**src/rtl/scd_pkg.sv**
```systemverilog
package scd_pkg;
  localparam int OP_W  = 6;
  localparam int FN_W  = 6;
  localparam int CLS_W = 2;
  localparam int ALU_W = 3;

  localparam logic [OP_W-1:0] OPC_REG = 6'd0;
  localparam logic [OP_W-1:0] OPC_BEQ = 6'd4;
  localparam logic [OP_W-1:0] OPC_LD  = 6'd35;
  localparam logic [OP_W-1:0] OPC_ST  = 6'd43;

  localparam logic [FN_W-1:0] FN_ADD = 6'h20;
  localparam logic [FN_W-1:0] FN_SUB = 6'h22;
  localparam logic [FN_W-1:0] FN_AND = 6'h24;
  localparam logic [FN_W-1:0] FN_OR  = 6'h25;
  localparam logic [FN_W-1:0] FN_SLT = 6'h2A;

  localparam logic [CLS_W-1:0] CLS_MEM = 2'b00;
  localparam logic [CLS_W-1:0] CLS_CMP = 2'b01;
  localparam logic [CLS_W-1:0] CLS_REG = 2'b10;

  localparam logic [ALU_W-1:0] AC_AND = 3'b000;
  localparam logic [ALU_W-1:0] AC_OR  = 3'b001;
  localparam logic [ALU_W-1:0] AC_ADD = 3'b010;
  localparam logic [ALU_W-1:0] AC_SUB = 3'b110;
  localparam logic [ALU_W-1:0] AC_SLT = 3'b111;

  typedef struct packed {
    logic             dst_rd;
    logic             src_imm;
    logic             wb_mem;
    logic             rf_we;
    logic             mem_re;
    logic             mem_we;
    logic             br;
    logic [CLS_W-1:0] cls;
  } ctl_t;
endpackage

```
**src/rtl/scd_main_dec.sv**
```systemverilog
module scd_main_dec
  import scd_pkg::*;
(
  input  logic [OP_W-1:0] op,
  output ctl_t            ctl
);
  always_comb begin
    ctl     = '0;
    ctl.cls = CLS_MEM;
    unique case (op)
      OPC_REG: begin
        ctl.dst_rd = 1'b1;
        ctl.rf_we  = 1'b1;
        ctl.cls    = CLS_REG;
      end
      OPC_LD: begin
        ctl.src_imm = 1'b1;
        ctl.wb_mem  = 1'b1;
        ctl.rf_we   = 1'b1;
        ctl.mem_re  = 1'b1;
      end
      OPC_ST: begin
        ctl.src_imm = 1'b1;
        ctl.mem_we  = 1'b1;
      end
      OPC_BEQ: begin
        ctl.br  = 1'b1;
        ctl.cls = CLS_CMP;
      end
      default: ctl = '0;
    endcase
  end
endmodule

```
**src/rtl/scd_alu_ctl.sv**
```systemverilog
module scd_alu_ctl
  import scd_pkg::*;
(
  input  logic [CLS_W-1:0] cls,
  input  logic [FN_W-1:0]  fn,
  output logic [ALU_W-1:0] alu_op
);
  always_comb begin
    alu_op = AC_ADD;
    case (cls)
      CLS_CMP: alu_op = AC_SUB;
      CLS_REG: begin
        case (fn)
          FN_ADD:  alu_op = AC_ADD;
          FN_SUB:  alu_op = AC_SUB;
          FN_AND:  alu_op = AC_AND;
          FN_OR:   alu_op = AC_OR;
          FN_SLT:  alu_op = AC_SLT;
          default: alu_op = AC_ADD;
        endcase
      end
      default: alu_op = AC_ADD;
    endcase
  end
endmodule

```
**src/rtl/sc_ctl_decoder.sv**
```systemverilog
module sc_ctl_decoder
  import scd_pkg::*;
(
  input  logic             clk,
  input  logic             rst,
  input  logic [OP_W-1:0]  op_i,
  input  logic [FN_W-1:0]  fn_i,
  output logic             dst_rd_o,
  output logic             src_imm_o,
  output logic             wb_mem_o,
  output logic             rf_we_o,
  output logic             mem_re_o,
  output logic             mem_we_o,
  output logic             br_o,
  output logic [CLS_W-1:0] cls_o,
  output logic [ALU_W-1:0] alu_op_o
);
  ctl_t             ctl_c;
  ctl_t             ctl_q;
  logic [ALU_W-1:0] alu_c;
  logic [ALU_W-1:0] alu_q;

  scd_main_dec u_main (
    .op  (op_i),
    .ctl (ctl_c)
  );

  scd_alu_ctl u_alu (
    .cls    (ctl_c.cls),
    .fn     (fn_i),
    .alu_op (alu_c)
  );

  always_ff @(posedge clk) begin
    if (rst) begin
      ctl_q <= '0;
      alu_q <= '0;
    end else begin
      ctl_q <= ctl_c;
      alu_q <= alu_c;
    end
  end

  assign dst_rd_o  = ctl_q.dst_rd;
  assign src_imm_o = ctl_q.src_imm;
  assign wb_mem_o  = ctl_q.wb_mem;
  assign rf_we_o   = ctl_q.rf_we;
  assign mem_re_o  = ctl_q.mem_re;
  assign mem_we_o  = ctl_q.mem_we;
  assign br_o      = ctl_q.br;
  assign cls_o     = ctl_q.cls;
  assign alu_op_o  = alu_q;
endmodule

```
**config.mk**
```make
export PLATFORM = sky130hd
export DESIGN_NAME = sc_ctl_decoder
export DESIGN_NICKNAME = d
export VERILOG_FILES = /design/src/rtl/scd_pkg.sv /design/src/rtl/scd_main_dec.sv /design/src/rtl/scd_alu_ctl.sv /design/src/rtl/sc_ctl_decoder.sv
export SDC_FILE = /design/constraint.sdc
export NUM_CORES = 1
export LEC_CHECK = 0
export BUFFER_PORTS_ARGS = -buffer_cell sky130_fd_sc_hd__buf_4
export CAP_MARGIN = 30
export CORE_MARGIN = 2
export CORE_UTILIZATION = 44
export DETAILED_ROUTE_END_ITERATION = 6
export GPL_TIMING_DRIVEN = 0
export PLACE_DENSITY = 0.8
export SYNTH_ARGS = -nofsm -noshare
export SYNTH_HDL_FRONTEND = slang
export SYNTH_HIERARCHICAL = 1
export SYNTH_SLANG_ARGS = --single-unit
```
**constraint.sdc**
```tcl
create_clock -name clk -period 2.55 [get_ports clk]
set_input_delay 0.255 -clock clk [delete_from_list [all_inputs] [get_ports clk]]
set_output_delay 0.255 -clock clk [all_outputs]
set_load 0.1 [all_outputs]
```
======== Word level (Yosys, flattened, before mapping) ========
Cells that the tools add are included.
W data, S select, Z words.
cells by class
  $mul .................................... 0
  order comparisons ....................... 0
  eq/ne operators ......................... 9
  bitwise logic cells ..................... 0
  reduce and logical (&&, ||, !) cells .... 3
  muxes and demuxes ....................... 9
  $add $sub $neg .......................... 0
  div/mod/pow operators ................... 0
  shift operators ......................... 0
operators with widths
  operator              number
  $eq A6 B6 Y1 const B  6
  $pmux W3 S4           1
  $eq A6 B3 Y1 const B  1
  $logic_not A6 Y1      1
  $mux W1               6
  $pmux W3 S2           1
  $pmux W2 S2           1
  $reduce_or A2 Y1      2
  $eq A2 B1 Y1 const B  1
  $eq A2 B2 Y1 const B  1
word-level totals
  output and inout port bits .............. 12
  memories ................................ 0
  bits in registers ....................... 11
  RAM bits ................................ 0
  latch bits .............................. 0
  word-level logic and storage cells ...... 29
  input port bits ......................... 14
  bits in read-only memories .............. 0

======== Logic depth before layout (Yosys ltp) ========
Gate-level depths: netlist (run 1).
  depth in word-level cells ............... 4
  gate-level depth with buffers ........... 7
  depth with buffers taken out ............ 7

======== Hierarchy ========
The synthesis (run 1) kept the hierarchy.
modules (own cells, without submodules)
  module          instances  cells each  seq. area each (µm²)  area each (µm²)
  sc_ctl_decoder  1          25          240.2                 366.6
  scd_alu_ctl     1          15          0.0                   118.9
  scd_main_dec    1          13          0.0                   100.1

======== Least setup slack after synthesis (run 1) ========
OpenSTA, ideal clock, no wires.
  path type ............................... input to register
  from .................................... input op_i[4]
  to ...................................... register alu_q[0] (netlist: alu_op_o[0])
  data required time ...................... 2.489 ns
  library setup time ...................... 0.061 ns
  path buffers ............................ 0
  arrival ................................. 1.884 ns
  cell stages on the path ................. 7
  path slack .............................. 0.605 ns
  cell sequence ........................... or4_4 > nor3b_2 > inv_1 > ha_1 > nand4bb_1 > a21oi_1 > nor2b_4
RTL lines
  element               line                  source
  from (decl)           sc_ctl_decoder.sv:6   input logic [OP_W-1:0] op_i,
  to (signal assigned)  sc_ctl_decoder.sv:40  alu_q <= alu_c;
  to (decl)             sc_ctl_decoder.sv:21  logic [ALU_W-1:0] alu_q;

==> results of run 1 <==
## critical path, cell delays in order
cell and delay [ns]:
sky130_fd_sc_hd__buf_4 0.12, sky130_fd_sc_hd__or4_4 0.54, sky130_fd_sc_hd__nor3b_2 0.30, sky130_fd_sc_hd__inv_1 0.08
sky130_fd_sc_hd__ha_1 0.34, sky130_fd_sc_hd__nand4bb_1 0.24, sky130_fd_sc_hd__o22ai_1 0.16, sky130_fd_sc_hd__and2b_2 0.15
## kinds of logic (layout without fill, tap and decap cells)
family                     count (synthesis)  in the layout
and+or+nand+nor                           29             29
adders and majority gates                  2              2
buffers and inverters                      6             35
AOI/OAI and AO/OA                          4              4
DFF                                       12             12
## cells in the final DEF, fill, tap and decap left out, drive strengths merged
cell / Yosys / layout
or3: 1 / 1
nor2b: 10 / 10
a2111oi: 1 / 1
inv: 3 / 3
nand3: 1 / 1
nor4b: 1 / 1
or3b: 1 / 1
dfxtp: 12 / 12
buf: 3 / 28
nor3b: 2 / 2
nand4bb: 3 / 3
ha: 2 / 2
a31oi: 1 / 1
nor2: 2 / 2
clkbuf: 0 / 4
and2b: 2 / 2
o22ai: 1 / 1
or4: 1 / 1
a21oi: 1 / 1
nor3: 4 / 4
nand4b: 1 / 1
## Yosys cell counts (all sizes together)
| library cell | instances |
|---|---|
| a2111oi | 1 |
| a21oi | 1 |
| a31oi | 1 |
| and2b | 2 |
| buf | 3 |
| dfxtp | 12 |
| ha | 2 |
| inv | 3 |
| nand3 | 1 |
| nand4b | 1 |
| nand4bb | 3 |
| nor2 | 2 |
| nor2b | 10 |
| nor3 | 4 |
| nor3b | 2 |
| nor4b | 1 |
| o22ai | 1 |
| or3 | 1 |
| or3b | 1 |
| or4 | 1 |
## flip-flops by register name, indices dropped and copies added (netlist names)
register and cells:
src_imm_o 1, dst_rd_o 1, br_o 1, wb_mem_o 1, mem_re_o 1, cls_o 2, alu_op_o 3, mem_we_o 1
rf_we_o 1
## routing by layer
metal  global-route usage  up-vias  share of wire
met5                    0        -              0
met1                0.197      192           0.45
met4               0.0500        0              0
met2                0.183       12           0.50
met3               0.0500        0          0.053
li1                     -      243              -
## worst max path at each step
| stage | slack [ns] | cells past startpoint | from | to |
|---|---|---|---|---|
| 6_report | 0.59 | 8 | op_i[4] | alu_op_o[2]$_SDFF_PP0_ |
| 5_1_grt | 0.52 | 8 | op_i[4] | alu_op_o[2]$_SDFF_PP0_ |
| 4_1_cts | 0.60 | 8 | op_i[4] | alu_op_o[2]$_SDFF_PP0_ |
| 2_1_floorplan | 0.60 | 7 | op_i[4] | alu_op_o[0]$_SDFF_PP0_ |
| 3_5_place_dp | 0.33 | 8 | op_i[4] | alu_op_o[2]$_SDFF_PP0_ |
| 3_3_place_gp | 0.37 | 8 | op_i[4] | alu_op_o[0]$_SDFF_PP0_ |
## metrics by stage
stage               hold WS (ns)  worst slack (ns)  instance area [µm²]   util  total power (µW)
global route               0.278             0.515                  828  0.653               422
floorplan                  0.456             0.605                  586      -               225
detailed placement         0.574             0.328                  792  0.624               252
global placement           0.571             0.366                  792  0.624               252
CTS                        0.279             0.602                  828  0.653               407
finish                     0.287             0.586                  828  0.653               399
## final cells by class
class,instances,area (µm²),area share
inverter,3,11.3,0.0136
tap,15,18.8,0.0227
multi-input combinational,35,308,0.372
clock buffer,4,36.3,0.0438
timing repair buffer,25,188,0.227
sequential,12,240,0.290
buffer,3,26.3,0.0317
## where the power goes
part | internal, µW | switching (µW)
combinational | 25.5 | 32.5
clock | 86.6 | 65.3
sequential | 189 | 0.434
total | 301 | 98.3
==> flow_summary.json, run 1 <==
{
  "die_y_um": 40.5,
  "synth_compound_area_frac": 0.0556,
  "synth_top_area_share": 0.410,
  "slew-limit-headroom": 0.797,
  "ys_warn_count": 6,
  "tritoncts_clock_tree": "yes",
  "globalRoute.totalOverflow": 0,
  "hold_path.startpoint": "op_i[4]",
  "grt_first_pass_wirelength_um": 1480,
  "die_w_um": 40.5,
  "synth.yosys.seq_area_share": 0.410,
  "synth_fa_ha_area_frac": 0.0427,
  "groute.usage.overall": 0.138,
  "root_buffer": "sky130_fd_sc_hd__clkbuf_4",
  "ctsHoldBuffers": 0,
  "critPathLaunchType": "input port",
  "synthXorXnorAreaFrac": 0,
  "synth_cell_type_count": 24,
  "maximum_number_of_buffers_from_clock_root_to_sink": 2,
  "power_density_mw_per_mm2": 482,
  "postCtsResizedCells": 0,
  "detailed_place_hpwl_um": 736,
  "finalWorstPathRequiredPeriod_ns": 1.96,
  "layout.cells.non_filler": 97,
  "detail-route-antenna-nets": 0,
  "rsz0062_at_grt": "false",
  "ys_ff_latch": 12,
  "weighted_congestion_reported_at_the_end_of_routability_driven_placement": 0.772,
  "tritoncts_num_sinks": 12,
  "synth_area_in_simple_gates": 0.427,
  "cp.required_ns": 2.77,
  "detail_route.vias_per_cell": 4.61,
  "initial_core_util": 0.462,
  "worst_ep_arrival_time_ns": 2.18,
  "timing.final.crit_share": 0.770,
  "finalHoldViolations": 0,
  "worst-path-max-fanout": 4,
  "cts_made_buffers": 3,
  "vias_after_detailed_routing": 447,
  "clock_transition_at_the_registers_of_the_reported_paths_ns": 0.08,
  "io_buffer_count": 25,
  "setup_viol": 0,
  "hold_class": "input port to flop",
  "vias_in_the_first_global_route": 356,
  "synthCells": 53,
  "synth_area_per_cell_um2": 11.0,
  "routed_wirelength_um": 979,
  "n_fill_cell": 105,
  "worst_setup_path_end_kind": "flop",
  "max-vdd-ir-drop_uv": 245,
  "grt_max_degree": 11,
  "detail_route.iter0.violations": 6,
  "worst_hold_path.num_cells": 3,
  "finalMaxSlewViolations": 0,
  "outcome": "finished clean",
  "post-cts-setup-buffers": 0,
  "post-place-cells": 93,
  "nets": 99,
  "syn_to_final_growth_pct": 41.5,
  "firstDrtPassIters": 4,
  "cts-htree-levels": 1,
  "p_leak_uw": 0.000342,
  "io-pin-count": 26,
  "timing.setup.tns_ns": 0,
  "worstHoldEndpoint": "rf_we_o$_SDFF_PP0_",
  "drive_gt1_frac": 0.585,
  "synthesis.area_um2": 586,
  "fmaxAchievable_mhz": 509,
  "wl_per_cell_um": 10.1,
  "dieArea_mm2": 0.00164,
  "rows": 13,
  "yosys-top-cells-area": "sky130_fd_sc_hd__dfxtp_1, sky130_fd_sc_hd__nor2b_2, sky130_fd_sc_hd__nor2b_4, sky130_fd_sc_hd__ha_1, sky130_fd_sc_hd__nand4bb_1",
  "yosysTopAreaCell": "sky130_fd_sc_hd__dfxtp_1",
  "grt_antenna_before_repair": 0,
  "synthesis.nets": 69,
  "tightestPinTransition_ns": 0.303,
  "synth.mux.area_fraction": 0,
  "synth_top_family_by_area": "simple AND/OR/NAND/NOR gates",
  "remaining_drc_errors": 0,
  "antenna_cells": 0,
  "setup.worst_path.class": "input port to flop",
  "cap_violations": 0,
  "core-area_mm2": 0.00127
}
Power figures use the tool's default switching activity.
==> inputs of run 2 (changes only) <==
Settings changed: CORE_UTILIZATION 44 to 40, PLACE_DENSITY 0.8 to 0.77.
Clock period 2.55 ns to 1.8 ns, I/O delays scaled along.
==> flow_summary.json, run 2 (same netlist as run 1, synthesis figures left out) <==
{
  "worst_hold_path.num_cells": 3,
  "worstHoldEndpoint": "rf_we_o$_SDFF_PP0_",
  "maximum_number_of_buffers_from_clock_root_to_sink": 2,
  "clock_transition_at_the_registers_of_the_reported_paths_ns": 0.07,
  "drive_gt1_frac": 0.646,
  "root_buffer": "sky130_fd_sc_hd__clkbuf_4",
  "setup.worst_path.class": "input port to flop",
  "io_buffer_count": 25,
  "hold_path.startpoint": "op_i[4]",
  "wl_per_cell_um": 12.4,
  "tightestPinTransition_ns": 0.282,
  "timing.setup.tns_ns": 0,
  "worst_ep_arrival_time_ns": 1.91,
  "vias_in_the_first_global_route": 475,
  "seq_power_share": 0.519,
  "grt_first_pass_wirelength_um": 1870,
  "place_area_um2": 816,
  "tritoncts_clock_tree": "yes",
  "cts_made_buffers": 3,
  "rsz0062_at_grt": "false",
  "max-vdd-ir-drop_uv": 312,
  "cap_violations": 0,
  "detail-route-antenna-nets": 0,
  "ctsHoldBuffers": 0,
  "critical_path.top_delay_family": "simple AND/OR/NAND/NOR gates",
  "finalCoreUtilization": 0.649,
  "die_y_um": 42.3,
  "path_cells": "buf_4 > or4_4 > nor3_2 > inv_1 > ha_1 > nor3_1 > a31oi_1 > and2b_2",
  "cp.required_ns": 1.97,
  "firstDrtPassIters": 4,
  "worst_path_largest_cell_delay_ns": 0.56,
  "intPower_uw": 384,
  "worst_setup_path_end_kind": "flop",
  "finalMaxSlewViolations": 0,
  "dieArea_mm2": 0.00179,
  "groute.usage.overall": 0.141,
  "vias_after_detailed_routing": 498,
  "power_density_mw_per_mm2": 598,
  "globalRoute.totalOverflow": 0,
  "outcome": "finished clean",
  "hold_class": "input port to flop",
  "grt_antenna_before_repair": 0,
  "syn_to_final_growth_pct": 47.9,
  "sw_frac_of_total": 0.258,
  "finalWorstPathRequiredPeriod_ns": 1.74,
  "mostFrequentLayoutCells": "sky130_fd_sc_hd__buf_4, sky130_fd_sc_hd__dfxtp_1, sky130_fd_sc_hd__nor2b_2",
  "initial_core_util": 0.439,
  "setup_viol": 0,
  "worst-path-max-fanout": 4,
  "core-area_mm2": 0.00133,
  "cts-htree-levels": 1,
  "remaining_drc_errors": 0,
  "io-pin-count": 26,
  "nets": 100,
  "finalHoldViolations": 0,
  "fmaxAchievable_mhz": 574,
  "tritoncts_num_sinks": 12,
  "antenna_cells": 0,
  "p_leak_uw": 0.000356,
  "slew-limit-headroom": 0.811,
  "largest_reg_flops": 3,
  "worst-path-buf-inv": 2,
  "detail_route.iter0.violations": 6,
  "place_ws_ns": -0.207,
  "rows": 13,
  "power_frac_comb": 0.171,
  "pwr-share-clk": 0.310,
  "mostFrequentLayoutCell": "sky130_fd_sc_hd__buf_4",
  "routed_wirelength_um": 1200,
  "detail_route.vias_per_cell": 5.13,
  "critPathLaunchType": "input port",
  "worst_path_max_delay_cell": "sky130_fd_sc_hd__or4_4",
  "die_w_um": 42.3,
  "final.setup.worst_slack_ns": 0.0580,
  "final_non_filler_cell_area_um2": 866,
  "p_switching_uw": 134,
  "timing.final.crit_share": 0.968,
  "grt_max_degree": 11,
  "weighted_congestion_reported_at_the_end_of_routability_driven_placement": 0.762,
  "detailed_place_hpwl_um": 843
}
==> run 2: metrics by stage <==
step,hold slack (ns),cells,power (µW)
3_5_place_dp,0.500,93,360
3_3_place_gp,0.495,93,359
6_report,0.218,97,518
4_1_cts,0.210,96,522
5_1_grt,0.218,97,542
2_1_floorplan,0.381,53,320
==> run 2: worst max-delay path by stage <==
| stage | startpoint | to | slack [ns] | cells past startpoint |
|---|---|---|---|---|
| after global placement | op_i[0] | alu_op_o[2]$_SDFF_PP0_ | -0.19 | 8 |
| after detailed placement | op_i[0] | alu_op_o[0]$_SDFF_PP0_ | -0.21 | 8 |
| after CTS | op_i[0] | alu_op_o[0]$_SDFF_PP0_ | 0.05 | 8 |
| after global routing | op_i[0] | alu_op_o[2]$_SDFF_PP0_ | 0.002 | 8 |
| final | op_i[0] | alu_op_o[1]$_SDFF_PP0_ | 0.06 | 8 |
| after floorplan | op_i[0] | alu_op_o[2]$_SDFF_PP0_ | 0.007 | 7 |
==> run 2: metal layers <==
metal  global-route usage  share of wire
met1                0.139           0.38
met2                0.262           0.57
met3               0.0259          0.044
met4               0.0938              0
met5                    0              0
==> run 2: layout make-up <==
class                           instances  area, µm²
Inverter                                3       11.3
Timing Repair Buffer                   26        195
Multi-Input combinational cell         35        352
Tap cell                               15       18.8
Clock buffer                            3       22.5
Buffer                                  3       26.3
Sequential cell                        12        240
Fill cell                             116        468
==> run 2: repair_timing <==
action                                  in CTS  in global routing
hold endpoints to repair                     0                  0
resized for setup                            0                  2
buffers inserted                             0                  1
endpoints found under the setup margin       0                  2
==> run 2: power by group through the flow <==
stage          Combinational, µW  Clock [µW]  Sequential (µW)
2_1_floorplan               24.9           0              295
3_3_place_gp                84.0           0              275
3_5_place_dp                85.2           0              275
4_1_cts                     85.7         168              269
5_1_grt                     92.8         181              269
6_report                    88.3         161              269
==> run 2: tightest hold or removal path, cell delays in order <==
cell and delay (ns):
sky130_fd_sc_hd__buf_4 0.09, sky130_fd_sc_hd__a2111oi_2 0.03, sky130_fd_sc_hd__nor2b_2 0.13
